`src/rtl/spi_gap_pkg.sv`:
```
package spi_gap_pkg;

  // Odd prescaler factor: 1, 3, 5, 7, ...
  function automatic int unsigned pre_factor(input int unsigned code);
    return 2 * code + 1;
  endfunction

  // Power-of-two scaler factor: 2, 4, 8, ...
  function automatic int unsigned scl_factor(input int unsigned code);
    return 32'd1 << (code + 1);
  endfunction

  // Largest delay the codes can select, for sizing the counter
  function automatic int unsigned max_gap(input int unsigned pre_w, input int unsigned scl_w);
    return pre_factor((1 << pre_w) - 1) * scl_factor((1 << scl_w) - 1);
  endfunction

endpackage

```
`src/rtl/spi_gap_decode.sv`:
```
module spi_gap_decode #(
  parameter int unsigned PRE_W   = 2,
  parameter int unsigned SCL_W   = 4,
  parameter int unsigned SCK_DIV = 4,
  parameter int unsigned CNT_W   = 19
) (
  input  logic             clk,
  input  logic             rst,
  input  logic [PRE_W-1:0] pre_code,
  input  logic [SCL_W-1:0] scl_code,
  input  logic             cont_clk,
  input  logic             tsb_mode,
  output logic [CNT_W-1:0] load_val
);
  import spi_gap_pkg::*;

  logic [CNT_W-1:0] pre_val;
  logic [CNT_W-1:0] scl_val;
  logic [CNT_W-1:0] prog_gap;
  logic             fixed_sel;

  always_comb begin
    pre_val   = CNT_W'(pre_factor(int'(pre_code)));
    scl_val   = CNT_W'(scl_factor(int'(scl_code)));
    prog_gap  = CNT_W'(pre_factor(int'(pre_code)) * scl_factor(int'(scl_code)));
    fixed_sel = cont_clk && !tsb_mode;
    load_val  = fixed_sel ? CNT_W'(SCK_DIV) : prog_gap;
  end

  // prescaler factor is always odd
  a_r1_pre_odd: assert property (@(posedge clk) disable iff (rst) pre_val[0]);
  // scaler factor is a single power of two
  a_r2_scl_pow2: assert property (@(posedge clk) disable iff (rst) $countones(scl_val) == 1);

endmodule

```
`src/rtl/spi_gap_counter.sv`:
```
module spi_gap_counter #(
  parameter int unsigned CNT_W = 19
) (
  input  logic             clk,
  input  logic             rst,
  input  logic             start,
  input  logic [CNT_W-1:0] load_val,
  input  logic             fire,
  output logic             busy,
  output logic             expired
);
  logic [CNT_W-1:0] cnt_q;

  always_ff @(posedge clk) begin
    if (rst) begin
      cnt_q <= '0;
      busy  <= 1'b0;
    end else if (start) begin
      cnt_q <= load_val;
      busy  <= 1'b1;
    end else if (fire) begin
      busy  <= 1'b0;
    end else if (busy && cnt_q != '0) begin
      cnt_q <= cnt_q - 1'b1;
    end
  end

  assign expired = busy && (cnt_q == '0);

  // start reloads the counter from the decoded value
  a_r8_restart_loads: assert property (@(posedge clk) disable iff (rst)
    start |=> cnt_q == $past(load_val));
  // a running count only falls
  a_r3_count_falls: assert property (@(posedge clk) disable iff (rst)
    (busy && !start && !fire && cnt_q != '0) |=> cnt_q < $past(cnt_q));
  // busy follows start
  a_r10_busy_after_start: assert property (@(posedge clk) disable iff (rst)
    start |=> busy);

endmodule

```
`src/rtl/spi_gap_align.sv`:
```
module spi_gap_align (
  input  logic clk,
  input  logic rst,
  input  logic expired,
  input  logic sck_tick,
  input  logic start,
  output logic fire,
  output logic done
);
  assign fire = expired && sck_tick && !start;

  always_ff @(posedge clk) begin
    if (rst) done <= 1'b0;
    else     done <= fire;
  end

  // done needs an active SCK edge at its setting edge
  a_r6_done_on_tick: assert property (@(posedge clk) disable iff (rst)
    done |-> $past(sck_tick));
  // single-cycle pulse
  a_r7_done_single: assert property (@(posedge clk) disable iff (rst)
    done |=> !done);

endmodule

```
`src/rtl/spi_gap_timer.sv`:
```
module spi_gap_timer #(
  parameter int unsigned PRE_W   = 2,
  parameter int unsigned SCL_W   = 4,
  parameter int unsigned SCK_DIV = 4
) (
  input  logic             clk,
  input  logic             rst,
  input  logic [PRE_W-1:0] pre_code,
  input  logic [SCL_W-1:0] scl_code,
  input  logic             cont_clk,
  input  logic             tsb_mode,
  input  logic             start,
  input  logic             sck_tick,
  output logic             done,
  output logic             busy
);
  import spi_gap_pkg::*;

  localparam int unsigned MAX_PROG = max_gap(PRE_W, SCL_W);
  localparam int unsigned MAX_GAP  = (MAX_PROG > SCK_DIV) ? MAX_PROG : SCK_DIV;
  localparam int unsigned CNT_W    = $clog2(MAX_GAP + 1);

  logic [CNT_W-1:0] load_val;
  logic             expired;
  logic             fire;

  spi_gap_decode #(
    .PRE_W(PRE_W), .SCL_W(SCL_W), .SCK_DIV(SCK_DIV), .CNT_W(CNT_W)
  ) u_decode (
    .clk(clk), .rst(rst),
    .pre_code(pre_code), .scl_code(scl_code),
    .cont_clk(cont_clk), .tsb_mode(tsb_mode),
    .load_val(load_val)
  );

  spi_gap_counter #(.CNT_W(CNT_W)) u_counter (
    .clk(clk), .rst(rst), .start(start), .load_val(load_val),
    .fire(fire), .busy(busy), .expired(expired)
  );

  spi_gap_align u_align (
    .clk(clk), .rst(rst), .expired(expired), .sck_tick(sck_tick),
    .start(start), .fire(fire), .done(done)
  );

  // busy is low while done is high
  a_r7_done_clears_busy: assert property (@(posedge clk) disable iff (rst)
    done |-> !busy);
  // the cycle after reset is idle
  a_r9_reset_idle: assert property (@(posedge clk)
    $past(rst) |-> (!busy && !done));

endmodule

```
`config.mk`:
```
export PLATFORM = sky130hd
export DESIGN_NAME = spi_gap_timer
export DESIGN_NICKNAME = d
export VERILOG_FILES = /design/src/rtl/spi_gap_pkg.sv /design/src/rtl/spi_gap_decode.sv /design/src/rtl/spi_gap_counter.sv /design/src/rtl/spi_gap_align.sv /design/src/rtl/spi_gap_timer.sv
export SDC_FILE = /design/constraint.sdc
export NUM_CORES = 1
export LEC_CHECK = 0
export BUFFER_PORTS_ARGS = -buffer_cell sky130_fd_sc_hd__buf_2
export CAP_MARGIN = 10
export CORE_ASPECT_RATIO = 1.5
export CORE_MARGIN = 2
export CORE_UTILIZATION = 39
export DETAILED_ROUTE_END_ITERATION = 16
export PLACE_DENSITY = 0.66
export RECOVER_POWER = 50
export SYNTH_ARGS = -nofsm -noshare
export SYNTH_HDL_FRONTEND = slang
export SYNTH_SLANG_ARGS = --single-unit
```
`constraint.sdc`:
```
create_clock -name clk -period 4 [get_ports clk]
set_input_delay 0.8 -clock clk [delete_from_list [all_inputs] [get_ports clk]]
set_output_delay 0.8 -clock clk [all_outputs]
set_load 0.03 [all_outputs]
```
Word-level counts from Yosys, hierarchy flattened. Cells that the tools add are included.

Word-level logic and storage cells: 27. Input bits: 12. Bits in registers: 21. Output and inout bits: 2.

Multiplexer cells: 6. Eq/ne operators: 1. Shifts and indexed selects: 1. Reduce and logical (&&, ||, !) cells: 12. Add/subtract/negate cells: 3. Multiply operators: 1.

Operators by type and width (number): 19-bit two-way mux (4); 32-bit by 32-bit multiplier with 19-bit output (1); 1-bit by 32-bit left shift with 32-bit output (first input constant) (1); 19-bit zero test (1); 19-bit nonzero test (1); 19-bit by 1-bit subtractor with 19-bit output (second input constant) (1); 4-bit by 1-bit adder with 5-bit output (second input constant) (1); 1-bit logical AND (5); 3-bit by 1-bit adder with 4-bit output (second input constant) (1); 2-bit nonzero test (2); 1-bit zero test (2); 1-bit two-way mux (2); 2-bit inequality test (second input constant) (1); 2-bit AND reduction (1).

Depth between registers and ports, before layout. Gate-level depths: netlist of the first run.

Depth after elaboration: 6. Mapped depth: 14. Mapped depth without buffers: 13.

Cells and area by module. Synthesis of the first run repeated with hierarchy kept, for this count alone.

Cells, all modules: 421. Area, all modules: 3265.6 um^2.

By module, submodules not included: spi_gap_decode (cells an instance 238, instances 1, area each 1816.7 um^2, seq. area each 0.0 um^2); spi_gap_counter (cells an instance 180, instances 1, area each 1406.3 um^2, seq. area each 400.4 um^2); spi_gap_align (cells an instance 3, instances 1, area each 42.5 um^2, seq. area each 20.0 um^2).

Worst setup path before layout of the first run. OpenSTA, ideal clock, no wires.

Path kind: input port to flip-flop. Start: input port scl_code[0]. End: register u_counter.cnt_q[12]. Path slack: 0.239 ns. Stages on the path: 13. Arrival time: 3.628 ns. Path through: clkbuf_1 nor2b_1 and3_1 ha_1 inv_1 fa_1 inv_1 fa_1 a211oi_1 o211ai_1 a41oi_1 xor2_1 o22ai_1.

Longest elaborated chain between the ends: 5.

RTL lines: from (decl) (line spi_gap_timer.sv:9) `input logic [SCL_W-1:0] scl_code,`; 4-bit by 1-bit adder with 5-bit output; 1-bit by 32-bit left shift with 32-bit output; 32-bit by 32-bit multiplier with 19-bit output (line spi_gap_decode.sv:25) `prog_gap = CNT_W'(pre_factor(int'(pre_code)) * scl_factor(int'(scl_code)));`; 19-bit two-way mux (line spi_gap_decode.sv:27) `load_val = fixed_sel ? CNT_W'(SCK_DIV) : prog_gap;`; 19-bit two-way mux (line spi_gap_counter.sv:18) `end else if (start) begin`; to (signal assigned) (line spi_gap_counter.sv:19) `cnt_q <= load_val;`; to (signal assigned) (line spi_gap_counter.sv:24) `cnt_q <= cnt_q - 1'b1;`; to (decl) (line spi_gap_counter.sv:12) `logic [CNT_W-1:0] cnt_q;`.

No other way between the ends. A chain may end at the register's enable or synchronous reset.

Final worst setup path of the first run.
Start: input port scl_code[2]. End: register u_counter.cnt_q[17].

The elaborated chain is that of the path after synthesis.

==> metrics.yaml, run 1 <==
status: "completed"
peakVddDrop_v: 0.00009782
clock.fmax_mhz: 276.5
track_usage: 0.1883
worst_setup_path_start_kind: "input pin"
cts_hold_buffers: 0
synth_top_area_share: 0.1513
num_rows: 38
clkTransAtPathRegs_ns: 0.08
hold_violations: 0
drc: 0
yosysWarnings: 0
postLayoutCoreUtil: 0.4297
grt-ovfl-total: 0
port_buffers: 13
rsz0062_at_grt: "false"
post-place-ws_ns: 0.08393
clock_skew_ns: 0.001220
crit_family: "adder cells"
dp_hpwl_um: 5654
vias: 2584
tns_ns: 0
synth_area_per_cell_um2: 8.087
insertedDiodeCount: 0
postCtsSetupRepairBufs: 0
clockBufferDepth: 2
cts_resized: 0
cp-end-kind: "flop"
start_util: 0.4006
grt_pass1_wl_um: 11980
place_area_mm2: 0.003082
grt_max_degree: 18
antenna_found_initial: 0
viasPerCell: 5.498
die_x_um: 74.35
maxCapViolations: 0
die_y_um: 109.5
fin_ws_ns: 0.3832
wl_um: 6910
drtIter0Drc: 142
coreArea_mm2: 0.007227
critPathMaxFanout: 10
synth_edf_count: 0
cts_root_buffer: "clkbuf_8"
path_buf_inv: 1
first_pass_iters: 6
ios: 14
cts_buffers: 3
final_common_cell: "nor2_1"
worstPathRequired_ns: 4.17
power.leakage_nw: 1.494
most-common-layout-cells: "nor2_1, ha_1, and3_1"
criticalPathCategory: "in2reg"
max_stage_delay_ns: 0.46
drv_slew: 0
async_flop_share: 0
timing.hold.ws_ns: 0.5240
cp_slowest_cell: "fa_1"
dieArea_mm2: 0.008143
yosysTopAreaCell: "ha_1"
clk_latency_ns: 0.27
crit_chain: "buf_2, nor2b_1, and3_1, ha_1, fa_1, ha_1, a21oi_1, nand2_1, o2111ai_1, o2bb2ai_1, mux2i_1, nand2_1"
final_area_mm2: 0.003105
cts-htree-levels: 1
worstMarginPinSlew_ns: 0.8285
yosysUniqueCellTypes: 53
gp_congestion: 0.8530
wl_per_cell_um: 14.70
synth_area_leaders: "ha_1, dfxtp_1, fa_1, and3_1, nor2_1"
period_needed_ns: 3.617
fin_crit_sh: 0.9042
ys.flop_type: "dfxtp_1"
setup_viol: 0
hold_path.class: "reg2reg"
synth_seq_cells: 21
area_growth_pct: 7.260
fillCellCount: 775
synth-seq-area-share: 0.1452
finish.net_count: 434
syn_inst: 358
cp.arrival_ns: 3.78
cts.sinks: 21
syn_area_mm2: 0.002895
ant_nets: 0
cts_tree: "built"
drive_gt1_frac: 0.08108
powerDensity_mw_per_mm2: 214.2
relSlewSlack: 0.4418
grt_pass1_vias: 2639
## area by class of cell
cell class | count | area [um^2] | area share
tap | 100 | 125.1 | 0.04029
multi-input combinational | 311 | 2344 | 0.7546
inverter | 13 | 48.80 | 0.01571
timing repair buffer | 21 | 122.6 | 0.03948
clock buffer | 4 | 45.04 | 0.01450
sequential | 21 | 420.4 | 0.1354
## where the power goes
group	internal, W	switching [W]	total, W
clock	0.0000713	0.0000755	0.000147
sequential	0.000226	0.0000215	0.000248
combinational	0.000111	0.000159	0.000270
## layer usage
metal  vias to the layer above  global-route usage  wire (um)
li1                       1314                   -          -
met1                      1206              0.1994       2742
met2                        46              0.3565       3701
met3                        18             0.01192        149
met4                         0              0.1071        317
met5                         -                   0          0
## through the flow
step | power [W] | cells
2_1_floorplan | 0.0004671 | 359
3_3_place_gp | 0.0005234 | 466
4_1_cts | 0.0006760 | 470
6_report | 0.0006651 | 470
5_1_grt | 0.0007108 | 470
3_5_place_dp | 0.0005269 | 466
## cells in the mapped netlist (2+ instances only)
library cell  instances
a211oi_1              4
a21o_1                4
a21oi_1              15
a2bb2oi_1             2
a31oi_1               4
a32oi_1               2
and2_1                5
and2b_1               2
and3_1               32
buf_6                 2
clkbuf_1             12
conb_1                2
dfxtp_1              21
fa_1                 16
ha_1                 35
inv_1                13
mux2i_1               2
nand2_1              22
nand2b_1              7
nand3_1               5
nand4_1               3
nor2_1               41
nor2b_1               7
nor3_1               20
nor3b_1               2
nor4_1                3
nor4b_1               2
o2111ai_1             3
o21a_1                3
o21ai_0              11
o22ai_1               9
or2_2                 3
xnor2_1              17
xor2_1                8
## flip-flops by register name, indices dropped and copies added, names as in the netlist
| name | flops |
|---|---|
| u_counter.busy | 1 |
| u_align.done | 1 |
| u_counter.cnt_q | 19 |
## tightest hold or removal path, cell delays in order, from the launching register on
cell and delay (ns):
dfxtp_1 0.34, nor2_1 0.10, nor3_1 0.05
## worst paths after layout
kind,depth (start not counted),endpoint,slack [ns],startpoint
setup / recovery,12,u_counter.cnt_q[17]$_SDFFE_PP0P_,0.38,scl_code[2]
hold / removal,2,u_counter.cnt_q[4]$_SDFFE_PP0P_,0.52,u_counter.cnt_q[4]$_SDFFE_PP0P_
setup reg to reg,8,u_counter.cnt_q[8]$_SDFFE_PP0P_,1.12,u_counter.cnt_q[0]$_SDFFE_PP0P_
hold reg to reg,2,u_counter.cnt_q[4]$_SDFFE_PP0P_,0.52,u_counter.cnt_q[4]$_SDFFE_PP0P_
## kinds of logic after synthesis
group / synth area share
AOI/OAI and AO/OA: 0.1612
xor gates and xnor gates: 0.07563
adders and majority gates: 0.2619
buffers and inverters: 0.04019
DFF: 0.1452
muxes: 0.006915
other: 0.002594
and+or+nand+nor: 0.3064
(Power assumes the default switching activity.)
==> inputs of run 2 (changes only) <==
--- a/config.mk
+++ b/config.mk
@@ -5,13 +5,13 @@
 export SDC_FILE = /design/constraint.sdc
 export NUM_CORES = 1
 export LEC_CHECK = 0
-export BUFFER_PORTS_ARGS = -buffer_cell sky130_fd_sc_hd__buf_2
 export CAP_MARGIN = 10
 export CORE_ASPECT_RATIO = 1.5
 export CORE_MARGIN = 2
 export CORE_UTILIZATION = 39
 export DETAILED_ROUTE_END_ITERATION = 16
-export PLACE_DENSITY = 0.66
+export DONT_BUFFER_PORTS = 1
+export PLACE_DENSITY = 0.5
 export RECOVER_POWER = 50
 export SYNTH_ARGS = -nofsm -noshare
 export SYNTH_HDL_FRONTEND = slang
==> metrics.yaml, run 2 (same netlist as run 1, synthesis figures left out) <==
cts_resized: 0  # unchanged
fillCellCount: 780  # +0.65%
peakVddDrop_v: 0.0001149  # +17%
r2r-start: "u_counter.cnt_q[0]$_SDFFE_PP0P_"
gp_congestion: 0.8710  # +2.1%
start_util: 0.4006  # unchanged
cts_root_buffer: "clkbuf_8"
worst_setup_path_start_kind: "input pin"
hold_depth: 2  # unchanged
final_common_cell: "nor2_1"
cp-end-kind: "flop"
grt_max_degree: 18  # unchanged
reg_top3: "u_counter.cnt_q x19, u_align.done x1, u_counter.busy x1"
powerDensity_mw_per_mm2: 212.2  # -0.94%
ff_latch_area_um2: 420.4  # unchanged
cp_slowest_cell: "fa_1"
track_usage: 0.1837  # -0.004622
ff2ff_setup_slack_ns: 1.09  # -0.03 ns
tns_ns: 0  # unchanged
grt-ovfl-total: 0  # unchanged
crit_chain: "nor4_1, and2_0, ha_1, inv_1, fa_1, inv_1, fa_1, a211oi_1, o211ai_1, nand3_1, a31oi_1, xnor2_1, o21ai_0"
multi_input_area_mm2: 0.002344  # unchanged
coreArea_mm2: 0.007227  # unchanged
insertedDiodeCount: 0  # unchanged
setup_viol: 0  # unchanged
drive_gt1_frac: 0.05070  # -0.03038
dieArea_mm2: 0.008143  # unchanged
num_rows: 38  # unchanged
dp_hpwl_um: 5768  # +2.0%
cts.sinks: 21  # unchanged
hold_violations: 0  # unchanged
largest_register_ffs: 19  # unchanged
area_growth_pct: 4.624
finish.net_count: 419  # -3.5%
hold_path.class: "reg2reg"
rsz0062_at_grt: "false"
ant_nets: 0  # unchanged
clkTransAtPathRegs_ns: 0.08  # about the same
power.leakage_nw: 1.439  # -3.7%
maxCapViolations: 0  # unchanged
clock_skew_ns: 0.003568  # +0.002349 ns
hold_path_startpoint: "u_counter.cnt_q[4]$_SDFFE_PP0P_"
port_buffers: 0  # -13
period_needed_ns: 3.572  # -0.04451 ns
status: "completed"
grt_pass1_vias: 2517  # -4.6%
drtIter0Drc: 92  # -35%
first_pass_iters: 4  # -2
most-common-layout-cells: "nor2_1, ha_1, and3_1"
cts_hold_buffers: 0  # unchanged
cts-htree-levels: 1  # unchanged
drc: 0  # unchanged
viasPerCell: 5.495  # about the same
postCtsSetupRepairBufs: 0  # unchanged
cp.arrival_ns: 3.72  # -0.06 ns
dpl.cell_count: 451  # -3.2%
drv_slew: 0  # unchanged
top_register: "u_counter.cnt_q"
ios: 14  # unchanged
reg2regPathDepth: 8  # unchanged
clk_latency_ns: 0.27  # about the same
antenna_found_initial: 0  # unchanged
criticalPathCategory: "in2reg"
max_stage_delay_ns: 0.49  # +0.03 ns
die_x_um: 74.35  # unchanged
die_y_um: 109.5  # unchanged
wl_um: 6961  # +0.74%
fin_cells: 455  # -3.2%
cts_tree: "built"
startpoint: "scl_code[1]"
cts_buffers: 3  # unchanged
vias: 2500  # -3.3%
critPathMaxFanout: 11  # +1
clockBufferDepth: 2  # unchanged
worstMarginPinSlew_ns: 0.7965  # -0.03206 ns
relSlewSlack: 0.4634  # +0.02160
worstPathRequired_ns: 4.15  # -0.02 ns
grt_pass1_wl_um: 11790  # -1.6%
wl_per_cell_um: 15.30  # +4.1%
fin_crit_sh: 0.8931  # -0.01113
clock.fmax_mhz: 279.9  # +1.2%
-- run 2: cell count changes in the layout (fill, tap and decap cells not counted), sizes merged --
cell	delta
buf	-14
clkbuf	-2
clkinv	+1
-- run 2: cell type report --
class | instances | area share
Timing Repair Buffer | 6 | 0.01487
Clock inverter | 1 | 0.001652
Inverter | 13 | 0.01611
Sequential cell | 21 | 0.1388
Multi-Input combinational cell | 311 | 0.7736
Clock buffer | 3 | 0.01363
Tap cell | 100 | 0.04131
-- run 2: worst max-delay path, delay by kind of cell --
family                   cells  cell delay (ns)
AO/OA/AOI/OAI                4             0.74
adder cells (fa/ha/maj)      3             1.08
AND/OR/NAND/NOR              3             0.80
buffers and inverters        2             0.11
XOR/XNOR                     1             0.18
-- run 2: worst paths after layout --
path,endpoint
hold / removal,u_counter.cnt_q[4]$_SDFFE_PP0P_
setup / recovery,u_counter.cnt_q[18]$_SDFFE_PP0P_
hold reg to reg,u_counter.cnt_q[4]$_SDFFE_PP0P_
setup reg to reg,u_counter.cnt_q[8]$_SDFFE_PP0P_
-- run 2: layer usage --
metal	global-route usage	vias up	routed length, um
met5	0	-	0
met2	0.3361	46	3529
met3	0.01283	13	183
met4	0.06760	0	208
met1	0.2205	1156	3040
li1	-	1285	-
-- run 2: power by group --
part	internal, W	switching, W
clock network	0.0000697	0.0000759
logic	0.000107	0.000141
registers	0.000226	0.0000232
-- run 2: metrics by stage --
stage / hold WS (ns) / worst slack (ns) / util / total power, W / cell area (um^2)
floorplan: 0.4961 / 0.2393 / - / 0.0004671 / 2899
global placement: 0.5108 / 0.1587 / 0.4153 / 0.0005110 / 3002
detailed placement: 0.5143 / 0.1328 / 0.4153 / 0.0005090 / 3002
CTS: 0.5264 / 0.4183 / 0.4217 / 0.0006571 / 3048
global route: 0.5640 / 0.1110 / 0.4191 / 0.0006853 / 3029
finish: 0.5253 / 0.4278 / 0.4191 / 0.0006427 / 3029
